--- config.mk ---
export PLATFORM = sky130hd
export DESIGN_NAME = shift_cx_unit
export DESIGN_NICKNAME = d
export VERILOG_FILES = /design/src/rtl/shift_cx_pkg.sv /design/src/rtl/sh_count_class.sv /design/src/rtl/sh_log_barrel.sv /design/src/rtl/sh_carry_pick.sv /design/src/rtl/shift_cx_unit.sv
export SDC_FILE = /design/constraint.sdc
export NUM_CORES = 1
export LEC_CHECK = 0
export ABC_AREA = 0
export BUFFER_PORTS_ARGS = -buffer_cell sky130_fd_sc_hd__buf_2
export CAP_MARGIN = 20
export CORE_UTILIZATION = 59
export DETAILED_ROUTE_END_ITERATION = 8
export PLACE_DENSITY = 0.95
export SYNTH_ARGS = -nofsm -noshare
export SYNTH_HDL_FRONTEND = slang
export SYNTH_SLANG_ARGS = --single-unit
export TNS_END_PERCENT = 1
--- constraint.sdc ---
create_clock -name vclk -period 4.3
set_input_delay 0 -clock vclk [all_inputs]
set_output_delay 0 -clock vclk [all_outputs]
set_load 0.005 [all_outputs]
--- src/rtl/shift_cx_pkg.sv ---
// Shared types for the carry/extend shifter.
// Assumes: the shift kind is a 2-bit code decoded only by shift_cx_unit and its children.
package shift_cx_pkg;

    typedef enum logic [1:0] {
        SHK_LSL = 2'b00,
        SHK_LSR = 2'b01,
        SHK_ASR = 2'b10,
        SHK_RSV = 2'b11
    } shift_kind_t;

    typedef enum logic [1:0] {
        CNT_ZERO = 2'd0,
        CNT_PART = 2'd1,
        CNT_FULL = 2'd2,
        CNT_OVER = 2'd3
    } cnt_class_t;

endpackage

--- src/rtl/sh_count_class.sv ---
// Sorts a masked shift count into zero, partial (1..W-1), full (exactly W) or over (above W).
// Assumes: the count has log2(W)+1 bits and W is a power of two.
module sh_count_class
    import shift_cx_pkg::*;
#(
    parameter int CNT_W = 6
) (
    input  logic [CNT_W-1:0] cnt_i,
    output cnt_class_t       cls_o,
    output logic [CNT_W-2:0] part_amt_o
);

    // Classify the count by its top bit and whether the remaining bits are zero.
    always_comb begin
        if (cnt_i == '0)
            cls_o = CNT_ZERO;
        else if (!cnt_i[CNT_W-1])
            cls_o = CNT_PART;
        else if (cnt_i[CNT_W-2:0] == '0)
            cls_o = CNT_FULL;
        else
            cls_o = CNT_OVER;
    end

    assign part_amt_o = cnt_i[CNT_W-2:0];

endmodule

--- src/rtl/sh_log_barrel.sv ---
// Logarithmic barrel shifter for amounts 0..W-1. A left shift is done as a right shift
// of the bit-reversed word, which keeps a single stage chain for all three kinds.
// Assumes: fill_i is zero for logical shifts and the sign bit for arithmetic right.
module sh_log_barrel #(
    parameter int DATA_W = 32,
    parameter int AMT_W  = 5
) (
    input  logic [DATA_W-1:0] data_i,
    input  logic [AMT_W-1:0]  amt_i,
    input  logic              left_i,
    input  logic              fill_i,
    output logic [DATA_W-1:0] shifted_o
);

    function automatic logic [DATA_W-1:0] bit_rev(input logic [DATA_W-1:0] v);
        logic [DATA_W-1:0] r;
        for (int i = 0; i < DATA_W; i++) r[i] = v[DATA_W-1-i];
        return r;
    endfunction

    logic [DATA_W-1:0] entry_w;
    logic [DATA_W-1:0] exit_w;

    // Reverse the operand on entry for a left shift.
    assign entry_w = left_i ? bit_rev(data_i) : data_i;

    for (genvar s = 0; s < AMT_W; s++) begin : g_stage
        localparam int STEP = 1 << s;
        logic [DATA_W-1:0] din;
        logic [DATA_W-1:0] dout;
        if (s == 0) begin : g_first
            assign din = entry_w;
        end else begin : g_next
            assign din = g_stage[s-1].dout;
        end
        // One stage: move right by 2**s when amount bit s is set.
        assign dout = amt_i[s] ? {{STEP{fill_i}}, din[DATA_W-1:STEP]} : din;
    end

    assign exit_w = g_stage[AMT_W-1].dout;

    // Undo the entry reversal for a left shift.
    assign shifted_o = left_i ? bit_rev(exit_w) : exit_w;

endmodule

--- src/rtl/sh_carry_pick.sv ---
// Chooses the carry-out bit from the operand by shift kind and count class.
// Assumes: amt_i holds the low count bits and is nonzero whenever the class is partial.
module sh_carry_pick
    import shift_cx_pkg::*;
#(
    parameter int DATA_W = 32,
    parameter int AMT_W  = 5
) (
    input  logic [DATA_W-1:0] data_i,
    input  logic [AMT_W-1:0]  amt_i,
    input  shift_kind_t       kind_i,
    input  cnt_class_t        cls_i,
    input  logic              carry_prev_i,
    output logic              carry_o
);

    localparam logic [AMT_W:0] DW_EXT = (AMT_W+1)'(DATA_W);

    logic [AMT_W:0]   left_idx;
    logic [AMT_W-1:0] right_idx;

    // Bit positions of the last bit shifted out for partial shifts.
    assign left_idx  = DW_EXT - {1'b0, amt_i};
    assign right_idx = amt_i - AMT_W'(1);

    // Select the carry per kind and count class; the reserved kind and a zero count hold it.
    always_comb begin
        carry_o = carry_prev_i;
        if (kind_i != SHK_RSV) begin
            unique case (cls_i)
                CNT_ZERO: carry_o = carry_prev_i;
                CNT_PART: carry_o = (kind_i == SHK_LSL) ? data_i[left_idx[AMT_W-1:0]]
                                                        : data_i[right_idx];
                CNT_FULL: carry_o = (kind_i == SHK_LSL) ? data_i[0] : data_i[DATA_W-1];
                CNT_OVER: carry_o = (kind_i == SHK_ASR) ? data_i[DATA_W-1] : 1'b0;
                default:  carry_o = carry_prev_i;
            endcase
        end
    end

endmodule

--- src/rtl/shift_cx_unit.sv ---
// Top of the shifter: masks the count, classifies it, runs the barrel and the carry
// picker, and forms the result for counts at or beyond the word width.
// Assumes: DATA_W is a power of two; purely combinational, no clock or reset.
module shift_cx_unit
    import shift_cx_pkg::*;
#(
    parameter int DATA_W   = 32,
    parameter int CNT_IN_W = 32
) (
    input  logic [DATA_W-1:0]   operand_i,
    input  logic [CNT_IN_W-1:0] count_i,
    input  logic [1:0]          kind_i,
    input  logic                carry_prev_i,
    output logic [DATA_W-1:0]   result_o,
    output logic                carry_o,
    output logic                extend_o
);

    localparam int AMT_W = $clog2(DATA_W);
    localparam int CNT_W = AMT_W + 1;

    shift_kind_t       kind_w;
    cnt_class_t        cls_w;
    logic [CNT_W-1:0]  cnt_w;
    logic [AMT_W-1:0]  amt_w;
    logic [DATA_W-1:0] barrel_w;
    logic              sign_w;

    assign kind_w = shift_kind_t'(kind_i);
    assign cnt_w  = count_i[CNT_W-1:0];
    assign sign_w = operand_i[DATA_W-1];

    if (CNT_IN_W > CNT_W) begin : g_cnt_hi
        logic unused_cnt_hi;
        assign unused_cnt_hi = ^count_i[CNT_IN_W-1:CNT_W];
    end

    sh_count_class #(.CNT_W(CNT_W)) u_class (
        .cnt_i      (cnt_w),
        .cls_o      (cls_w),
        .part_amt_o (amt_w)
    );

    sh_log_barrel #(.DATA_W(DATA_W), .AMT_W(AMT_W)) u_barrel (
        .data_i    (operand_i),
        .amt_i     (amt_w),
        .left_i    (kind_w == SHK_LSL),
        .fill_i    ((kind_w == SHK_ASR) & sign_w),
        .shifted_o (barrel_w)
    );

    sh_carry_pick #(.DATA_W(DATA_W), .AMT_W(AMT_W)) u_carry (
        .data_i       (operand_i),
        .amt_i        (amt_w),
        .kind_i       (kind_w),
        .cls_i        (cls_w),
        .carry_prev_i (carry_prev_i),
        .carry_o      (carry_o)
    );

    // Result: pass-through, barrel output, or full fill for counts of W and more.
    always_comb begin
        if (kind_w == SHK_RSV || cls_w == CNT_ZERO)
            result_o = operand_i;
        else if (cls_w == CNT_PART)
            result_o = barrel_w;
        else
            result_o = (kind_w == SHK_ASR) ? {DATA_W{sign_w}} : '0;
    end

    // Extend follows the carry; on a zero count or reserved kind that is the held carry.
    assign extend_o = carry_o;

    // Port-level checks on the pass-through and boundary rules.
    always_comb begin

        zero_count_hold_chk: assert (!(cnt_w == '0 && kind_i != 2'b11) ||
            (result_o == operand_i && carry_o == carry_prev_i && extend_o == carry_prev_i));

        rsvd_pass_chk: assert (kind_i != 2'b11 ||
            (result_o == operand_i && carry_o == carry_prev_i && extend_o == carry_prev_i));

        lsl_one_chk: assert (!(kind_i == 2'b00 && cnt_w == CNT_W'(1)) ||
            (result_o == {operand_i[DATA_W-2:0], 1'b0} && carry_o == operand_i[DATA_W-1]));

        lsl_over_zero_chk: assert (!(kind_i == 2'b00 && cnt_w > CNT_W'(DATA_W)) ||
            (result_o == '0 && carry_o == 1'b0));

        lsr_full_chk: assert (!(kind_i == 2'b01 && cnt_w == CNT_W'(DATA_W)) ||
            (result_o == '0 && carry_o == operand_i[DATA_W-1]));

        asr_sign_fill_chk: assert (!(kind_i == 2'b10 && cnt_w >= CNT_W'(DATA_W)) ||
            (result_o == {DATA_W{operand_i[DATA_W-1]}} && carry_o == operand_i[DATA_W-1]));
    end

endmodule

==> qor.txt, run 1 <==
Clock Power Share - 0
max incr delay on CP - 0.83 ns
Synth top area share - 0.355
number of DRC markers in iteration 0 - 897
Final period util - 0.808
CP Capture Type - output port
vias per cell - 8.44
Syn-to-layout area delta - 10.0%
Die Y - 80.9 um
met1 usage - 0.689
grt ovf - 0
part of the Yosys area used for sequential elements - 0
Final Hold Viols - 0
GP Congestion - 1.02
setup bufs post-CTS - 0
PortBufs - 75
DR pass1 iterations - 5
fmax - 288 MHz
Hold Buf Count CTS - 0
final worst slack - 0.826 ns
Setup violations, final - 0
GR Util met2 - 0.789
combinational share of power - 1.000
slew at the pin closest to its max-slew limit - 0.877 ns
max_cap viols - 0
Mapped Cells - 456
Rel. slew slack - 0.414
Crit-path slowest cell - ha_1
P_leak - 1.50 nW
# clk buffers - 0
Switching Fraction - 0.587
Final Slew Violations - 0
worst hold path class - input port to output port
# resized after CTS - 0
critical path peak fanout - 21
syn nets - 525
Seq Cell Count - 0
FF+latch area - 0 sq um
row cnt - 28
post-route ant nets - 0
power per cell area - 155 nW/um^2
worst-path cell chain - buf_2, inv_2, ha_1, mux4_2, mux4_2, mux2i_1, o22ai_1, o22a_1, buf_2
initial core utilization - 0.617
synth top area cells - mux4_2 36%, nor2_1 7.2%, a21oi_1 4.8%
Psw - 0.368 mW
delay-heaviest family, CP - multiplexers
TNS Setup - 0 ns
Cell variety after synth - 63
Layout Nets - 570
syn avg cell area - 8.06 sq um
Ys Warns - 0
Diodes inserted - 0
total track usage - 0.521
first-pass GRT wire length - 25000 um
Synth area leader - mux4_2
Syn Std Cell Area - 3680 sq um
outcome - completed
Setup crit start kind - input port
VDD IR max - 0.122 mV
worst path bufs/invs - 3
DP HPWL - 12200 um
Place WS - 0.928 ns
critical path class - input port to output port
share of cells above drive strength 1 - 0.329
pin count of the biggest net entering global routing - 42
Die Wd - 80.9 um
Critical Path RT - 4.30 ns
final wirelength - 16400 um
I/O pin cnt - 101
RSZ-0062 raised after global routing - no
met3 usage - 0.156
Int Power - 0.259 mW
initial antenna violation count - 0
CP arrival - 3.47 ns
GRT busiest layer - met2
number of global-route vias before repair - 4379
Residual DRC - 0
Flop pwr share - 0
Final min period - 3.47 ns
die area - 6550 sq um
Core ar. - 5960 sq um
routed vias - 4847
drt wl/cell - 28.5 um
==> per-stage QoR <==
stage	power, mW	hold slack [ns]	utilization	std cells	area [sq um]
floorplan	0.397	0.113	-	456	3680
global placement	0.580	0.310	0.679	574	4050
detailed placement	0.595	0.338	0.679	574	4050
CTS	0.597	0.338	0.679	574	4050
global route	0.657	0.346	0.679	574	4050
finish	0.628	0.345	0.679	574	4050
==> cells in the mapped netlist (6+ instances only) <==
library cell	instances
a21oi_1	35
nor2_1	71
o21ai_0	24
a31oi_1	15
clkbuf_1	27
mux4_2	58
nand3_1	8
buf_2	12
o22ai_1	10
and2_1	6
mux2i_1	7
nand2_1	44
a221oi_1	9
mux2_2	6
a22oi_1	13
o211ai_1	12
==> power by group through the flow <==
stage	combinational [mW]	sequential, mW	clock (mW)
finish	0.628	0	0
global placement	0.580	0	0
detailed placement	0.595	0	0
global route	0.657	0	0
floorplan	0.397	0	0
CTS	0.597	0	0
==> kinds of logic after synthesis <==
family                   count (synthesis)  synth area share
AND/OR/NAND/NOR                        160             0.196
AO/OA/AOI/OAI                          167             0.310
adder cells (fa/ha/maj)                  2           0.00680
buffers and inverters                   50            0.0612
multiplexers                            75             0.421
XOR/XNOR                                 2           0.00476
==> final timing paths <==
path	start	slack, ns	cells past startpoint	to
min	carry_prev_i	0.35	3	extend_o
max	count_i[1]	0.83	9	carry_o
==> cell usage in the layout, fill, tap and decap left out, types with 3 or more instances in the layout <==
cell / instances
a21boi_0: 3
a21oi_1: 35
a221oi_1: 9
a22o_1: 4
a22oi_1: 12
a2bb2oi_1: 3
a31oi_1: 15
and2_1: 6
and3_1: 3
buf_2: 75
buf_4: 11
clkinv_1: 3
mux2_2: 6
mux2i_1: 7
mux4_1: 4
mux4_2: 58
nand2_1: 44
nand3_1: 8
nand4_1: 4
nor2_1: 71
nor3_1: 3
o211ai_1: 12
o21a_1: 4
o21ai_0: 24
o21ai_1: 4
o22ai_1: 10
o31ai_1: 4
o32ai_1: 3
or3_1: 3
or4_1: 3
==> cell type report <==
cell class,instances,area [sq um]
well taps,75,93.8
multi-input cells,406,3470
fillers,485,1910
inverters,7,26.3
repair buffers,86,458
==> metal layers <==
layer  wire length, um  part of all wire
met2              6970              0.43
met3              2620              0.16
met4               952             0.058
met5                 0                 0
met1              5820              0.36
Note: power is estimated with default switching activity, not from simulation.
==> run 2, diff against run 1 <==
CORE_UTILIZATION = 51   (was 59)
PLACE_DENSITY = 0.89   (was 0.95)
clock period = 3.1 ns   (was 4.3 ns; I/O delays follow)
==> run 2 against run 1 <==
  * Combinational power rose by 40%
  * First-iteration DRC count is 4.5% lower
  * Routed wire length grew 3.2%
  * Die area grew 15%
  * Count of clock-buffer cells in the layout stayed put
  * Core utilization is 7.3 points lower
  * Total power grew 40%
  * Design area is 3.0% higher
  * Critical path depth unchanged
  * Setup slack got worse by 0.49 ns
  * Highest routed layer unchanged
==> qor.txt, run 2 (same netlist as run 1, synthesis figures left out) <==
outcome - completed (unchanged)
critical path class - input port to output port (unchanged)
share of cells above drive strength 1 - 0.343 (was 0.329)
Critical Path RT - 3.10 ns (was 4.30 ns)
# clk buffers - 0 (unchanged)
placed cell count - 606 (was 574)
DR pass1 iterations - 7 (was 5)
worst hold path class - input port to output port (unchanged)
Diodes inserted - 0 (unchanged)
routed vias - 4829 (was 4847)
final worst slack - 0.337 ns (was 0.826 ns)
Residual DRC - 0 (unchanged)
post-route ant nets - 0 (unchanged)
PortBufs - 75 (unchanged)
Final min period - 2.76 ns
commonest cells after routing, fill and taps aside - 75 x buf_2, 71 x nor2_1, 58 x mux4_2, 44 x nand2_1, 35 x a21oi_1 (unchanged)
Final Cell Area - 4170 sq um (was 4050 sq um)
Hold Path End - extend_o (unchanged)
placed cell areas - 4170 sq um (was 4050 sq um)
worst path bufs/invs - 3 (unchanged)
slew at the pin closest to its max-slew limit - 0.917 ns (was 0.877 ns)
Setup violations, final - 0 (unchanged)
pin count of the biggest net entering global routing - 37 (was 42)
Util after Layout - 0.607 (was 0.679)
Layout Nets - 581 (was 570)
total track usage - 0.461 (was 0.521)
Hold Path Origin - carry_prev_i (unchanged)
max incr delay on CP - 0.61 ns (was 0.83 ns)
Finished Layout Cells - 606 (was 574)
max_cap viols - 0 (unchanged)
number of DRC markers in iteration 0 - 857 (was 897)
Crit-path slowest cell - ha_1 (unchanged)
delay-heaviest family, CP - multiplexers (unchanged)
vias per cell - 7.97 (was 8.44)
Rel. slew slack - 0.384 (was 0.414)
TNS Setup - 0 ns (unchanged)
worst-path cell chain - buf_2, inv_2, ha_1, mux4_2, mux4_2, mux2i_1, o21ai_0, o22a_1, buf_2 (was buf_2, inv_2, ha_1, mux4_2, mux4_2, mux2i_1, o22ai_1, o22a_1, buf_2)
Hold Buf Count CTS - 0 (unchanged)
most common cell after layout, fill and taps aside - buf_2 (unchanged)
grt ovf - 0 (unchanged)
final wirelength - 16900 um (was 16400 um)
drt wl/cell - 27.9 um (was 28.5 um)
I/O pin cnt - 101 (unchanged)
VDD IR max - 0.162 mV (was 0.122 mV)
# resized after CTS - 0 (unchanged)
Syn-to-layout area delta - 13.3% (was 10.0%)
CP arrival - 2.76 ns (was 3.47 ns)
Setup crit start kind - input port (unchanged)
power per cell area - 211 nW/um^2 (was 155 nW/um^2)
initial antenna violation count - 0 (unchanged)
Final Hold Viols - 0 (unchanged)
Final period util - 0.891
die area - 7550 sq um (was 6550 sq um)
number of global-route vias before repair - 4464 (was 4379)
Die Y - 86.9 um (was 80.9 um)
critical path peak fanout - 16 (was 21)
FF+latch area - 0 sq um (unchanged)
first-pass GRT wire length - 25800 um (was 25000 um)
Seq Cell Count - 0 (unchanged)
PnR Total Power - 0.880 mW (was 0.628 mW)
Place WS - 0.368 ns (was 0.928 ns)
fmax - 362 MHz
DP HPWL - 12500 um (was 12200 um)
P_leak - 1.55 nW (was 1.50 nW)
GP Congestion - 1.02 (about the same)
setup bufs post-CTS - 0 (unchanged)
Hold Slack - 0.357 ns (was 0.345 ns)
CP Capture Type - output port (unchanged)
Final Slew Violations - 0 (unchanged)
Die Wd - 86.9 um (was 80.9 um)
row cnt - 30 (was 28)
initial core utilization - 0.535 (was 0.617)
Core ar. - 6870 sq um (was 5960 sq um)
RSZ-0062 raised after global routing - no (unchanged)
cell count of the worst hold path - 3 (unchanged)
run 2: power by group:
group          switching (mW)  internal (mW)  total, mW
Sequential                  0              0          0
Combinational           0.510          0.370      0.880
Clock                       0              0          0
run 2: layout make-up:
cell class         instances  area [sq um]
multi-input cells        406          3470
repair buffers            97           553
fillers                  639          2700
well taps                 96           120
inverters                  7          26.3
run 2: how the worst max path moves through the flow:
stage | slack (ns) | cells after the start | end | from
after floorplan | 0.23 | 13 | extend_o | count_i[1]
after global routing | 0.19 | 9 | carry_o | count_i[1]
after detailed placement | 0.37 | 9 | carry_o | count_i[1]
after global placement | 0.46 | 9 | extend_o | count_i[1]
final | 0.34 | 9 | carry_o | count_i[1]
after CTS | 0.38 | 9 | carry_o | count_i[1]
run 2: routing by layer:
layer,part of all wire,GRT usage
met1,0.34,0.637
met2,0.45,0.713
met3,0.17,0.0844
met4,0.048,0.197
met5,0,0
